<file path="src/rtl/ir_carrier_pkg.sv">
package ir_carrier_pkg;
  typedef enum logic [1:0] {PH_IDLE, PH_HIGH, PH_LOW} phase_e;

  // strobes from control to datapath
  typedef struct packed {
    logic loadHigh;
    logic loadLow;
    logic countDown;
    logic clear;
    logic carrierOn;
    logic tick;
  } strobe_t;

  // conditions reported by the datapath
  typedef struct packed {
    logic cntZero;
    logic highZero;
    logic lowZero;
  } cue_t;
endpackage

</file>
<file path="src/rtl/ir_carrier_ctrl.sv">
module ir_carrier_ctrl
  import ir_carrier_pkg::*;
(
  input  logic    clk,
  input  logic    rstN,
  input  logic    enable,
  input  cue_t    cue,
  output strobe_t strb
);
  phase_e phase, phaseNext;
  logic run;

  assign run = enable && !cue.highZero;

  always_comb begin
    phaseNext = phase;
    strb = '0;
    case (phase)
      PH_IDLE: begin
        if (run) begin
          phaseNext = PH_HIGH;
          strb.loadHigh = 1'b1;
        end
      end
      PH_HIGH: begin
        strb.carrierOn = 1'b1;
        if (!run) begin
          phaseNext = PH_IDLE;
          strb.clear = 1'b1;
        end else if (cue.cntZero) begin
          if (cue.lowZero) begin
            strb.tick = 1'b1;
            strb.loadHigh = 1'b1;
          end else begin
            phaseNext = PH_LOW;
            strb.loadLow = 1'b1;
          end
        end else begin
          strb.countDown = 1'b1;
        end
      end
      PH_LOW: begin
        if (!run) begin
          phaseNext = PH_IDLE;
          strb.clear = 1'b1;
        end else if (cue.cntZero) begin
          phaseNext = PH_HIGH;
          strb.tick = 1'b1;
          strb.loadHigh = 1'b1;
        end else begin
          strb.countDown = 1'b1;
        end
      end
      default: begin
        phaseNext = PH_IDLE;
        strb.clear = 1'b1;
      end
    endcase
  end

  always_ff @(posedge clk) begin
    if (!rstN) phase <= PH_IDLE;
    else       phase <= phaseNext;
  end

  // disabled means back to idle on the next edge
  p_disabled_idle_r7: assert property (@(posedge clk) disable iff (!rstN)
    !enable |=> phase == PH_IDLE);

  // zero high count never leaves the carrier on
  p_zero_high_off_r5: assert property (@(posedge clk) disable iff (!rstN)
    cue.highZero |=> !strb.carrierOn);

  // every low-to-high transition is marked by a tick
  p_period_tick_r4: assert property (@(posedge clk) disable iff (!rstN)
    (phase == PH_HIGH && $past(phase) == PH_LOW) |-> $past(strb.tick));

  // counter commands are mutually exclusive
  p_strobe_excl_r2: assert property (@(posedge clk) disable iff (!rstN)
    $onehot0({strb.loadHigh, strb.loadLow, strb.countDown, strb.clear}));
endmodule

</file>
<file path="src/rtl/ir_carrier_dp.sv">
module ir_carrier_dp
  import ir_carrier_pkg::*;
#(
  parameter int CW = 10
) (
  input  logic          clk,
  input  logic          rstN,
  input  logic [CW-1:0] highCnt,
  input  logic [CW-1:0] lowCnt,
  input  logic          gate,
  input  logic          invert,
  input  strobe_t       strb,
  output cue_t          cue,
  output logic          irOut,
  output logic          carrierTick
);
  localparam logic [CW-1:0] ONE = CW'(1);

  logic [CW-1:0] cnt;

  assign cue.cntZero  = (cnt == '0);
  assign cue.highZero = (highCnt == '0);
  assign cue.lowZero  = (lowCnt == '0);

  always_ff @(posedge clk) begin
    if (!rstN || strb.clear) cnt <= '0;
    else if (strb.loadHigh)  cnt <= highCnt - ONE;
    else if (strb.loadLow)   cnt <= lowCnt - ONE;
    else if (strb.countDown) cnt <= cnt - ONE;
  end

  always_ff @(posedge clk) begin
    if (!rstN) begin
      irOut       <= 1'b0;
      carrierTick <= 1'b0;
    end else begin
      irOut       <= invert ^ (gate & strb.carrierOn);
      carrierTick <= strb.tick;
    end
  end

  // a load of the high phase starts at H-1
  p_load_high_r2: assert property (@(posedge clk) disable iff (!rstN)
    (strb.loadHigh && !strb.clear) |=> cnt == $past(highCnt) - ONE);

  // closed gate gives the idle level one edge later
  p_gate_idle_r8: assert property (@(posedge clk) disable iff (!rstN)
    !gate |=> irOut == $past(invert));

  // low phase loads only with a nonzero low count
  p_low_nonzero_r3: assert property (@(posedge clk) disable iff (!rstN)
    strb.loadLow |-> !cue.lowZero);
endmodule

</file>
<file path="src/rtl/ir_carrier_gen.sv">
module ir_carrier_gen
  import ir_carrier_pkg::*;
#(
  parameter int CW = 10
) (
  input  logic          clk,
  input  logic          rstN,
  input  logic          enable,
  input  logic [CW-1:0] highCnt,
  input  logic [CW-1:0] lowCnt,
  input  logic          gate,
  input  logic          invert,
  output logic          irOut,
  output logic          carrierTick
);
  strobe_t strb;
  cue_t    cue;

  ir_carrier_ctrl u_ctrl (
    .clk    (clk),
    .rstN   (rstN),
    .enable (enable),
    .cue    (cue),
    .strb   (strb)
  );

  ir_carrier_dp #(.CW(CW)) u_dp (
    .clk         (clk),
    .rstN        (rstN),
    .highCnt     (highCnt),
    .lowCnt      (lowCnt),
    .gate        (gate),
    .invert      (invert),
    .strb        (strb),
    .cue         (cue),
    .irOut       (irOut),
    .carrierTick (carrierTick)
  );

  // outputs quiet while in reset
  p_reset_quiet_r1: assert property (@(posedge clk)
    !rstN |=> (!irOut && !carrierTick));
endmodule

</file>
<file path="config.mk">
export PLATFORM = sky130hd
export DESIGN_NAME = ir_carrier_gen
export DESIGN_NICKNAME = d
export VERILOG_FILES = /design/src/rtl/ir_carrier_pkg.sv /design/src/rtl/ir_carrier_ctrl.sv /design/src/rtl/ir_carrier_dp.sv /design/src/rtl/ir_carrier_gen.sv
export SDC_FILE = /design/constraint.sdc
export NUM_CORES = 1
export LEC_CHECK = 0
export BUFFER_PORTS_ARGS = -buffer_cell sky130_fd_sc_hd__buf_2
export CORE_UTILIZATION = 50
export CTS_CLUSTER_DIAMETER = 60
export DETAILED_ROUTE_END_ITERATION = 16
export GPL_ROUTABILITY_DRIVEN = 0
export GPL_TIMING_DRIVEN = 0
export MAX_ROUTING_LAYER = met4
export PLACE_DENSITY = 0.78
export SETUP_SLACK_MARGIN = 0.5
export SLEW_MARGIN = 10
export SYNTH_ARGS = -nofsm -noshare
export SYNTH_HDL_FRONTEND = slang
export SYNTH_SLANG_ARGS = --single-unit
</file>
<file path="constraint.sdc">
create_clock -name clk -period 4 [get_ports clk]
set_input_delay 0.8 -clock clk [delete_from_list [all_inputs] [get_ports clk]]
set_output_delay 0.8 -clock clk [all_outputs]
set_load 0.03 [all_outputs]
</file>
; ---- Yosys cells after proc, flatten, opt, wreduce, memory -nomap -nowiden
; Cells that the tools add are included.
[classes]
bitwise = 2
n_eq_ne = 6
muxes = 28
n_reduce_logical = 11
add_sub_neg = 3
[op_table]
columns = operator, n
row1 = $logic_not 10->1, 3
row2 = $mux 10, 3
row3 = $sub 10x1->10 const B, 3
row4 = $mux 2, 7
row5 = $mux 1, 12
row6 = $ne 3x3->1 const B, 3
row7 = $pmux 1 s2, 3
row8 = $pmux 2 s3, 1
row9 = $reduce_and 4->1, 1
row10 = $mux 3, 1
row11 = $pmux 1 s3, 1
row12 = $reduce_bool 3->1, 1
row13 = $eq 2x1->1 const B, 1
row14 = $eq 2x2->1 const B, 1
row15 = $logic_not 1->1, 2
row16 = $logic_not 2->1, 1
row17 = $ne 2x1->1 const B, 1
row18 = $reduce_or 2->1, 1
row19 = $and 1x1->1, 1
row20 = $logic_and 1x1->1, 1
row21 = $logic_or 1x1->1, 1
row22 = $xor 1x1->1, 1
[totals]
reg_bits = 14
in_bits = 25
word_cells = 54

; ---- Longest topological paths before layout
; Gate-level depths: netlist of the first run.
[depth]
word_depth = 8
depth_mapped = 15
ltp_nobuf = 13

; ---- By module
; Synthesis of the first run repeated with hierarchy kept, for this count alone.
[hier_totals]
hier_cells = 134
area_unflattened_um2 = 1197.4
[by_module_without_submodules]
columns = module, cells_each, instances, area_each_um2
row1 = ir_carrier_dp, 100, 1, 958.4
row2 = ir_carrier_ctrl, 34, 1, 239.0

; ---- Worst setup path after synthesis of the first run
; OpenSTA, ideal clock, no wires.
[synth_path]
path_type = in2reg
startpoint = input highCnt[1]
endpoint = register u_dp.cnt[6]
stages = 14
slack_ns = 0.309
arrival_ns = 3.612
path_cell_list = or4_1 -> buf_2 -> o41a_1 -> buf_6 -> o2111a_2 -> buf_2 -> a211o_1 -> o21ai_0 -> ha_1 -> nand2_1 -> nor3b_2 -> a31oi_1 -> xor2_1 -> a211oi_2
[synth_between]
elab_chain_len = 7
word_cells_on_any_way = 17
[synth_rtl]
columns = item, line
row1 = start: declaration, ir_carrier_gen.sv:9  ; input logic [CW-1:0] highCnt,
row2 = $logic_not 10->1, ir_carrier_dp.sv:22  ; assign cue.highZero = (highCnt == '0);
row3 = $logic_not 1->1, ir_carrier_ctrl.sv:13  ; assign run = enable && !cue.highZero;
row4 = $logic_and 1x1->1, ir_carrier_ctrl.sv:13
row5 = $mux 3, ir_carrier_ctrl.sv:27  ; if (!run) begin
row6 = $mux 1, ir_carrier_ctrl.sv:18  ; case (phase)
row7 = $mux 10, ir_carrier_dp.sv:28  ; else if (strb.loadLow) cnt <= lowCnt - ONE;
row8 = $mux 10, ir_carrier_dp.sv:27  ; else if (strb.loadHigh) cnt <= highCnt - ONE;
row9 = end signal: assignment, ir_carrier_dp.sv:27
row10 = end signal: assignment, ir_carrier_dp.sv:28
row11 = end signal: assignment, ir_carrier_dp.sv:29  ; else if (strb.countDown) cnt <= cnt - ONE;
row12 = end: declaration, ir_carrier_dp.sv:19  ; logic [CW-1:0] cnt;
; Parallel ways exist; a longest one is shown, timed or not.
; A chain may end at the register's enable or synchronous reset.

; ---- Worst setup path after layout of the first run
[layout_path]
startpoint = input highCnt[3]
endpoint = register u_dp.cnt[6]
; Same word-level chain as after synthesis.

==> results of run 1 <==
[state kept, by name, summed over array words and instances, names as in the netlist]
name / flops
u_dp.irOut: 1
u_dp.carrierTick: 1
u_dp.cnt: 10
u_ctrl.phase: 2
[power breakdown]
part	total (uW)	switching [uW]	internal [uW]	leakage, uW
Sequential	236	52.6	184	0.000115
Clock	106	49.9	55.7	0.0000210
Combinational	1080	604	475	0.000528
Total	1420	707	714	0.000664
[worst max-delay path, cell delays in order]
cell and delay (ns):
buf_6 0.09, or4_4 0.52, buf_6 0.13, o41a_1 0.35, buf_6 0.14, o2111a_2 0.15, buf_6 0.13, a211o_1 0.21
o21ai_1 0.08, ha_2 0.26, nand2_4 0.08, nor3b_4 0.23, a31oi_2 0.13, xor2_1 0.18, a211oi_2 0.18
[synthesized netlist by cell type (all sizes together) (2+ instances only)]
cell type,count
or4,2
dfxtp,14
a31oi,3
nand2,20
o31ai,5
and3,4
nor2b,2
xor2,2
mux2i,2
nor2,19
xnor2,6
nand4,4
o211ai,3
nor3,4
nand3,8
clkbuf,3
o21ai,7
nor3b,3
a211o,2
a211oi,5
nand2b,2
a21oi,12
ha,5
or3,2
buf,5
nor4,6
a22oi,2
inv,4
[path summary, 6_finish.rpt]
| check | cells after the start | to | slack, ns | start |
|---|---|---|---|---|
| worst min register to register | 2 | u_dp.cnt[3] | 0.52 | u_dp.cnt[3] |
| worst max register to register | 11 | u_dp.cnt[6] | 0.80 | u_dp.cnt[2] |
| worst min-delay path | 2 | u_dp.cnt[3] | 0.52 | u_dp.cnt[3] |
| worst max-delay path | 15 | u_dp.cnt[6] | 0.53 | highCnt[3] |
[stage by stage]
step / util, % / instance area [um^2] / setup slack, ns / instances
5_1_grt: 68.33 / 1693 / 0.4254 / 242
3_3_place_gp: 60.30 / 1494 / 0.03489 / 226
2_1_floorplan: - / 1331 / 0.4404 / 171
4_1_cts: 64.60 / 1600 / 0.4829 / 238
3_5_place_dp: 60.30 / 1494 / 0.003506 / 226
6_report: 68.33 / 1693 / 0.5324 / 242
[area by class of cell]
class                   instances  area (um^2)
plain buffers                   8        71.32
flip-flops and latches         14        280.3
repair buffers                 37        227.7
clock buffers                   4        36.28
inverters                       4        15.01
well taps                      30        37.54
fillers                       215        784.5
multi-input cells             145         1025
[kinds of logic (layout without fill, tap and decap cells)]
logic type | count (synthesis) | after routing | synth area share, %
AND/OR/NAND/NOR | 79 | 79 | 31.71
multiplexers | 3 | 3 | 2.388
flip-flops | 14 | 14 | 21.39
adder cells (fa/ha/maj) | 5 | 5 | 4.776
XOR/XNOR | 8 | 8 | 5.349
AO/OA/AOI/OAI | 50 | 50 | 29.32
buffers and inverters | 12 | 53 | 5.062
[metal layers]
| metal | routed length (um) | part of all wire [%] | vias up |
|---|---|---|---|
| li1 | - | - | 730 |
| met1 | 1631 | 40 | 708 |
| met2 | 1859 | 46 | 89 |
| met3 | 458 | 11 | 16 |
| met4 | 116 | 2.9 | 0 |
| met5 | 0 | 0 | - |
[repair_timing]
action,in CTS,in global routing
endpoints found under the setup margin,3,4
pin swaps,7,10
gates resized for setup,2,13
buffers inserted,8,4
==> results_dict.tcl, run 1 <==
set metrics [dict create \
    status "complete, no violations" \
    clk_pin_slew_ns 0.09 \
    ys_types 53 \
    worst_pin_slew_ns 0.7496 \
    htreeDepth 1 \
    dr.first_iter.drc_count 96 \
    use_met1_pct 39.00 \
    ant_nets 0 \
    p_leak_uw 0.0006636 \
    hp-class "flip-flop to flip-flop" \
    top_usage_layer "met2" \
    yosysWarnings 0 \
    core-area_um2 2477 \
    via_per_inst 6.376 \
    num_vias 1543 \
    area_growth_pct 29.23 \
    clock_path_buffers 2 \
    p_per_area_nw_per_um2 839.6 \
    period_needed_ns 3.468 \
    yosysTopAreaCell "dfxtp_1" \
    syn-cell-area_um2 1310 \
    startpoint_type "input port" \
    grt_pass1_vias 1317 \
    hold_viol 0 \
    cp_max_fo 4 \
    drive_above_1_share_pct 33.02 \
    worst-setup-path-type "input port to flip-flop" \
    grt_pass1_wl_um 6065 \
    synth_area_leaders "dfxtp_1 21%, nand2_1 5.7%, nor2_1 5.2%, ha_1 4.8%, a21oi_1 4.2%" \
    dpl.hpwl_um 2830 \
    layout.nets 243 \
    wl_per_cell_um 16.80 \
    fin_total_pwr_uw 1421 \
    finalCritPeriodShare_pct 86.69 \
    cts_tree "yes" \
    diodes 0 \
    synth_async_sr_flop_share_pct 0 \
    met3_usage_pct 6.034 \
    grt_use_met2_pct 49.37 \
    grt-ovfl-total 0 \
    firstDrtPassIters 4 \
    cap_violations 0 \
    dieWidth_um 53.19 \
    numPortBuffers 25 \
    cts_made_buffers 3 \
    drc 0 \
    required_ns 4.21 \
    grt_use_total_pct 31.43 \
    slew-limit-headroom_pct 49.61 \
    ctsHoldBuffers 0 \
    crit_path_end_kind "flip-flop" \
    clkSinkCount 14 \
    clk_latency_ns 0.30 \
    start_util_pct 52.88 \
    grt_max_degree 11 \
    peakVddDrop_mv 0.6526 \
    syn_nets 201 \
    synth_edf_count 0 \
    dieArea_um2 2829 \
    rows 18 \
    cts_root_buffer "clkbuf_4" \
    rsz0062_at_grt "true" \
    antenna_found_initial 0 \
    setup_viol 0 \
    synth_top_area_share_pct 21.39 \
    die_h_um 53.19 \
    avgSynthCellArea_um2 7.661 \
    whs_ns 0.5170 \
    synth_seq_cells 14 \
    io_pins 27 \
    arrival_ns 3.68 \
    final_common_cell "buf_2" \
    final.setup.tns_ns 0 \
    report.final.slew_viol_count 0 \
    syn_inst 171 \
    max_freq_mhz 288.4 \
    final_cell_mix "23 x buf_2, 18 x nor2_1, 18 x nand2_1" \
    synthFlopType "dfxtp_1" \
    fin_worst_skew_ns 0.008561 \
    wirelength_um 4066 \
    ys_seq_area_share_pct 21.39 \
]
Power figures use the tool's default switching activity.
==> inputs of run 2 (changes only) <==
==> constraint.sdc (replaced) <==
create_clock -name clk -period 4.3 [get_ports clk]
set_input_delay 0.86 -clock clk [delete_from_list [all_inputs] [get_ports clk]]
set_output_delay 0.86 -clock clk [all_outputs]
set_load 0.03 [all_outputs]
==> results_dict.tcl, run 2 (synthesis results as in run 1) <==
set metrics [dict create \
    required_ns 4.52 \
    grt_pass1_vias 1368 \
    crit_path_top_delay_cell "or4_4" \
    via_per_inst 6.682 \
    cts_root_buffer "clkbuf_4" \
    die_h_um 53.19 \
    regMostFlops "u_dp.cnt" \
    core-area_um2 2477 \
    fillers 211 \
    setup_viol 0 \
    grt_max_degree 11 \
    start_util_pct 52.88 \
    worst-setup-path-type "input port to flip-flop" \
    cp_top_family "simple AND/OR/NAND/NOR gates" \
    firstDrtPassIters 4 \
    route.met3.wl_um 397 \
    period_needed_ns 3.759 \
    clk_latency_ns 0.30 \
    largest_reg_flops 10 \
    p_leak_uw 0.0006348 \
    dieArea_um2 2829 \
    path_common_cell "buf_6" \
    status "complete, no violations" \
    cp_max_fo 8 \
    ant_nets 0 \
    biggestRegsByFlops "u_dp.cnt: 10 flops, u_ctrl.phase: 2 flops" \
    hold_viol 0 \
    slew-limit-headroom_pct 45.52 \
    arrival_ns 3.98 \
    rows 18 \
    numPortBuffers 25 \
    crit_buf_inv 6 \
    wl_per_cell_um 17.14 \
    rsz0062_at_grt "false" \
    clock_path_buffers 2 \
    crit_path_cell_trace "buf_2 -> or4_4 -> buf_6 -> o41a_1 -> buf_6 -> o2111a_2 -> buf_6 -> a211o_1 -> o21ai_0 -> ha_2 -> buf_4 -> nand2_4 -> nor3b_4 -> buf_4 -> a21oi_1 -> nand4_1 -> nor3b_1" \
    p_per_area_nw_per_um2 795.1 \
    io_pins 27 \
    wl_met2_um 1923 \
    final_common_cell "buf_2" \
    clkSinkCount 14 \
    num_vias 1597 \
    clk_pin_slew_ns 0.11 \
    wl_met1_um 1649 \
    layout.nets 240 \
    area_growth_pct 23.78 \
    finalCritPeriodShare_pct 87.41 \
    startpoint_type "input port" \
    peakVddDrop_mv 0.4300 \
    placed_area_um2 1473 \
    cap_violations 0 \
    crit_path_end_kind "flip-flop" \
    fin_worst_skew_ns 0.02007 \
    final.setup.tns_ns 0 \
    antenna_found_initial 0 \
    hp-class "flip-flop to flip-flop" \
    placedCellCount 226 \
    finalInstanceArea_um2 1622 \
    cts_tree "yes" \
    dieWidth_um 53.19 \
    grt_pass1_wl_um 5858 \
    grt-ovfl-total 0 \
    dpl.hpwl_um 2896 \
    cts_made_buffers 3 \
    worst_pin_slew_ns 0.8098 \
    final_cell_mix "25 x buf_2, 18 x nor2_1, 18 x nand2_1" \
    dr.max_layer_used "met4" \
    wirelength_um 4097 \
    drc 0 \
    grt_use_total_pct 29.97 \
    cpPeakStageDelay_ns 0.53 \
    htreeDepth 1 \
    max_freq_mhz 266.0 \
    stdcell_count 239 \
    diodes 0 \
    drive_above_1_share_pct 30.14 \
    dr.first_iter.drc_count 79 \
    report.final.slew_viol_count 0 \
]
run 2: cell count changes in the layout (fill, tap and decap cells not counted):
cell	delta
nor3b_1	+1
a31oi_1	+1
nor4_4	-1
nor4_2	+1
a31oi_2	-1
nor3_1	+1
nor3b_2	-1
buf_2	+2
o21ai_0	+1
buf_4	-2
nor3_2	-1
buf_6	-2
buf_8	-1
o21ai_2	-1
run 2: worst paths after layout:
check | startpoint | to | slack [ns] | cells past startpoint
max | highCnt[1] | u_dp.cnt[4] | 0.54 | 17
min | u_dp.cnt[7] | u_dp.cnt[7] | 0.52 | 2
max reg2reg | u_dp.cnt[2] | u_dp.cnt[4] | 0.94 | 13
min reg2reg | u_dp.cnt[7] | u_dp.cnt[7] | 0.52 | 2
run 2: per-layer routing:
metal / up-vias / global-route usage [%]
met5: - / -
met4: 0 / 14.91
met3: 17 / 8.046
met2: 108 / 47.68
met1: 745 / 34.53
li1: 727 / -
run 2: what timing repair did:
| action | CTS | global route |
|---|---|---|
| pin swaps | 3 | 5 |
| resized for setup | 4 | 8 |
| setup buffers | 1 | 8 |
| gates cloned | 0 | 0 |
| endpoints found under the setup margin | 2 | 3 |
| hold buffers | 0 | 0 |
run 2: final cells by class:
type | count | area [um^2] | share of cell area, %
Multi-Input combinational cell | 145 | 996.0 | 61.42
Timing Repair Buffer | 34 | 192.7 | 11.88
Tap cell | 30 | 37.54 | 2.315
Inverter | 4 | 15.01 | 0.9259
Buffer | 8 | 63.81 | 3.935
Sequential cell | 14 | 280.3 | 17.28
Clock buffer | 4 | 36.28 | 2.238
run 2: stage by stage:
step,hold WS [ns],utilization [%],power (uW),worst slack (ns)
detailed placement,0.4940,59.44,1036,0.1079
global route,0.5370,65.45,1381,0.4340
floorplan,0.4575,-,858.2,0.5486
finish,0.5228,65.45,1289,0.5412
global placement,0.4849,59.44,1006,0.1615
CTS,0.5063,61.77,1172,0.5141
run 2: where the power goes:
part           internal, uW  switching, uW  total, uW
Clock                  51.7           50.1        102
Sequential              171           50.4        221
Combinational           415            551        966
Total                   638            652       1290
run 2: worst reg2reg max path, cell delays in order, from the launching register on:
cell and delay, ns:
dfxtp_1 0.39, nor4_2 0.67, and3_1 0.39, o2111ai_2 0.21
buf_4 0.24, o21ai_1 0.19, ha_2 0.25, buf_4 0.13
nand2_4 0.06, nor3b_4 0.20, buf_4 0.14, a21oi_1 0.06
nand4_1 0.10, nor3b_1 0.22
==> inputs of run 3 (changes only) <==
--- a/config.mk
+++ b/config.mk
@@ -6,13 +6,16 @@
 export NUM_CORES = 1
 export LEC_CHECK = 0
 export BUFFER_PORTS_ARGS = -buffer_cell sky130_fd_sc_hd__buf_2
-export CORE_UTILIZATION = 50
+export CAP_MARGIN = 10
+export CELL_PAD_IN_SITES_DETAIL_PLACEMENT = 1
+export CELL_PAD_IN_SITES_GLOBAL_PLACEMENT = 2
+export CORE_UTILIZATION = 33
 export CTS_CLUSTER_DIAMETER = 60
 export DETAILED_ROUTE_END_ITERATION = 16
 export GPL_ROUTABILITY_DRIVEN = 0
 export GPL_TIMING_DRIVEN = 0
 export MAX_ROUTING_LAYER = met4
-export PLACE_DENSITY = 0.78
+export PLACE_DENSITY = 0.88
 export SETUP_SLACK_MARGIN = 0.5
 export SLEW_MARGIN = 10
 export SYNTH_ARGS = -nofsm -noshare
==> results_dict.tcl, run 3 (synthesis results as in run 1) <==
set metrics [dict create \
    clkSinkCount 14 \
    dieArea_um2 4226 \
    firstDrtPassIters 4 \
    cpPeakStageDelay_ns 0.53 \
    cts_tree "yes" \
    report.final.slew_viol_count 0 \
    setup_slack_ns 0.5521 \
    htreeDepth 1 \
    dieWidth_um 65.01 \
    drive_above_1_share_pct 30.58 \
    wirelength_um 4533 \
    start_util_pct 34.99 \
    fin_worst_skew_ns 0.007106 \
    crit_buf_inv 5 \
    startpoint_type "input port" \
    die_h_um 65.01 \
    grt_use_met2_pct 38.93 \
    top_usage_layer "met2" \
    antenna_found_initial 0 \
    met3_usage_pct 2.817 \
    period_needed_ns 3.748 \
    cap_violations 0 \
    cts_root_buffer "clkbuf_8" \
    cp_max_fo 10 \
    num_vias 1510 \
    grt_pass1_vias 1524 \
    rsz0062_at_grt "false" \
    grt_pass1_wl_um 6962 \
    final_cell_mix "25 x buf_2, 18 x nor2_1, 18 x nand2_1" \
    hp-class "flip-flop to flip-flop" \
    via_per_inst 5.945 \
    finalCritPeriodShare_pct 87.16 \
    crit_path_top_delay_cell "or4_4" \
    dpl.hpwl_um 3405 \
    core-area_um2 3744 \
    clk_latency_ns 0.27 \
    grt-ovfl-total 0 \
    required_ns 4.50 \
    area_growth_pct 26.74 \
    peakVddDrop_mv 0.2809 \
    cts_made_buffers 3 \
    use_met1_pct 26.14 \
    max_freq_mhz 266.8 \
    arrival_ns 3.95 \
    crit_path_cell_trace "buf_2 -> or4_4 -> buf_6 -> o41a_1 -> and3_4 -> buf_6 -> a211o_1 -> o21ai_1 -> ha_2 -> nand2_4 -> nor3b_2 -> buf_4 -> buf_4 -> a21oi_1 -> nand4_1 -> nor3b_2" \
    worst-setup-path-type "input port to flip-flop" \
    clock_path_buffers 2 \
    diodes 0 \
    io_pins 27 \
    final_common_cell "buf_2" \
    numPortBuffers 25 \
    grt_use_total_pct 22.15 \
    slew-limit-headroom_pct 39.68 \
    drc 0 \
    dp_slack_ns 0.02330 \
    ant_nets 0 \
    cp_top_family "simple AND/OR/NAND/NOR gates" \
    hold_viol 0 \
    setup_viol 0 \
    wl_per_cell_um 17.85 \
    dr.first_iter.drc_count 41 \
    grt_max_degree 11 \
    largest_reg_flops 10 \
    rows 22 \
    p_per_area_nw_per_um2 812.6 \
    p_leak_uw 0.0006393 \
    status "complete, no violations" \
    biggestRegsByFlops "u_dp.cnt: 10 flops, u_ctrl.phase: 2 flops" \
    regMostFlops "u_dp.cnt" \
    final.setup.tns_ns 0 \
    crit_path_end_kind "flip-flop" \
    layout.nets 237 \
    worst_pin_slew_ns 0.8965 \
    clk_pin_slew_ns 0.07 \
]
## run 3: area by class of cell
class	count	area (um^2)
timing repair buffer	31	170.2
sequential	14	280.3
multi-input combinational	145	1012
tap	48	60.06
fill	491	2083
clock buffer	4	55.05
buffer	8	67.56
inverter	4	15.01
## run 3: worst register-to-register path, cell delays in order, from the launching register on
cell and delay, ns:
dfxtp_1 0.40, nor4_1 0.82, and3_1 0.40, o2111ai_2 0.23, buf_6 0.20, o21ai_1 0.17, ha_2 0.27, nand2_4 0.08
nor3b_2 0.20, buf_4 0.14, buf_4 0.10, a21oi_1 0.06, nand4_1 0.09, nor3b_2 0.15
## run 3: where the power goes
part / switching [uW] / leakage, uW / internal [uW] / total (uW)
registers: 49.0 / 0.000115 / 171 / 220
logic: 570 / 0.000496 / 414 / 984
clock network: 63.2 / 0.0000288 / 81.8 / 145
## run 3: layer usage
layer | vias up | routed length (um)
met5 | - | 0
met4 | 0 | 38
met2 | 19 | 2358
met3 | 4 | 113
met1 | 772 | 2023
li1 | 715 | -
## run 3: final timing paths
kind	start	endpoint	depth (start not counted)	slack (ns)
hold / removal	u_dp.cnt[0]	u_dp.cnt[0]	2	0.51
setup reg to reg	u_dp.cnt[4]	u_dp.cnt[4]	13	0.92
setup / recovery	highCnt[1]	u_dp.cnt[4]	16	0.55
hold reg to reg	u_dp.cnt[0]	u_dp.cnt[0]	2	0.51
## run 3: metrics by stage
| step | power [uW] | hold slack, ns | util, % | instance area (um^2) | instances |
|---|---|---|---|---|---|
| floorplan | 858.2 | 0.4575 | - | 1310 | 171 |
| global placement | 1030 | 0.4859 | 39.94 | 1495 | 244 |
| detailed placement | 1066 | 0.5008 | 39.94 | 1495 | 244 |
| CTS | 1246 | 0.5106 | 42.21 | 1580 | 250 |
| global route | 1451 | 0.5273 | 44.35 | 1660 | 254 |
| finish | 1349 | 0.5098 | 44.35 | 1660 | 254 |
## run 3: what timing repair did
action | CTS | global route
gates resized for setup | 5 | 13
pin swaps | 5 | 6
setup endpoints to repair | 3 | 3
buffers inserted | 2 | 4
hold buffers | 0 | 0
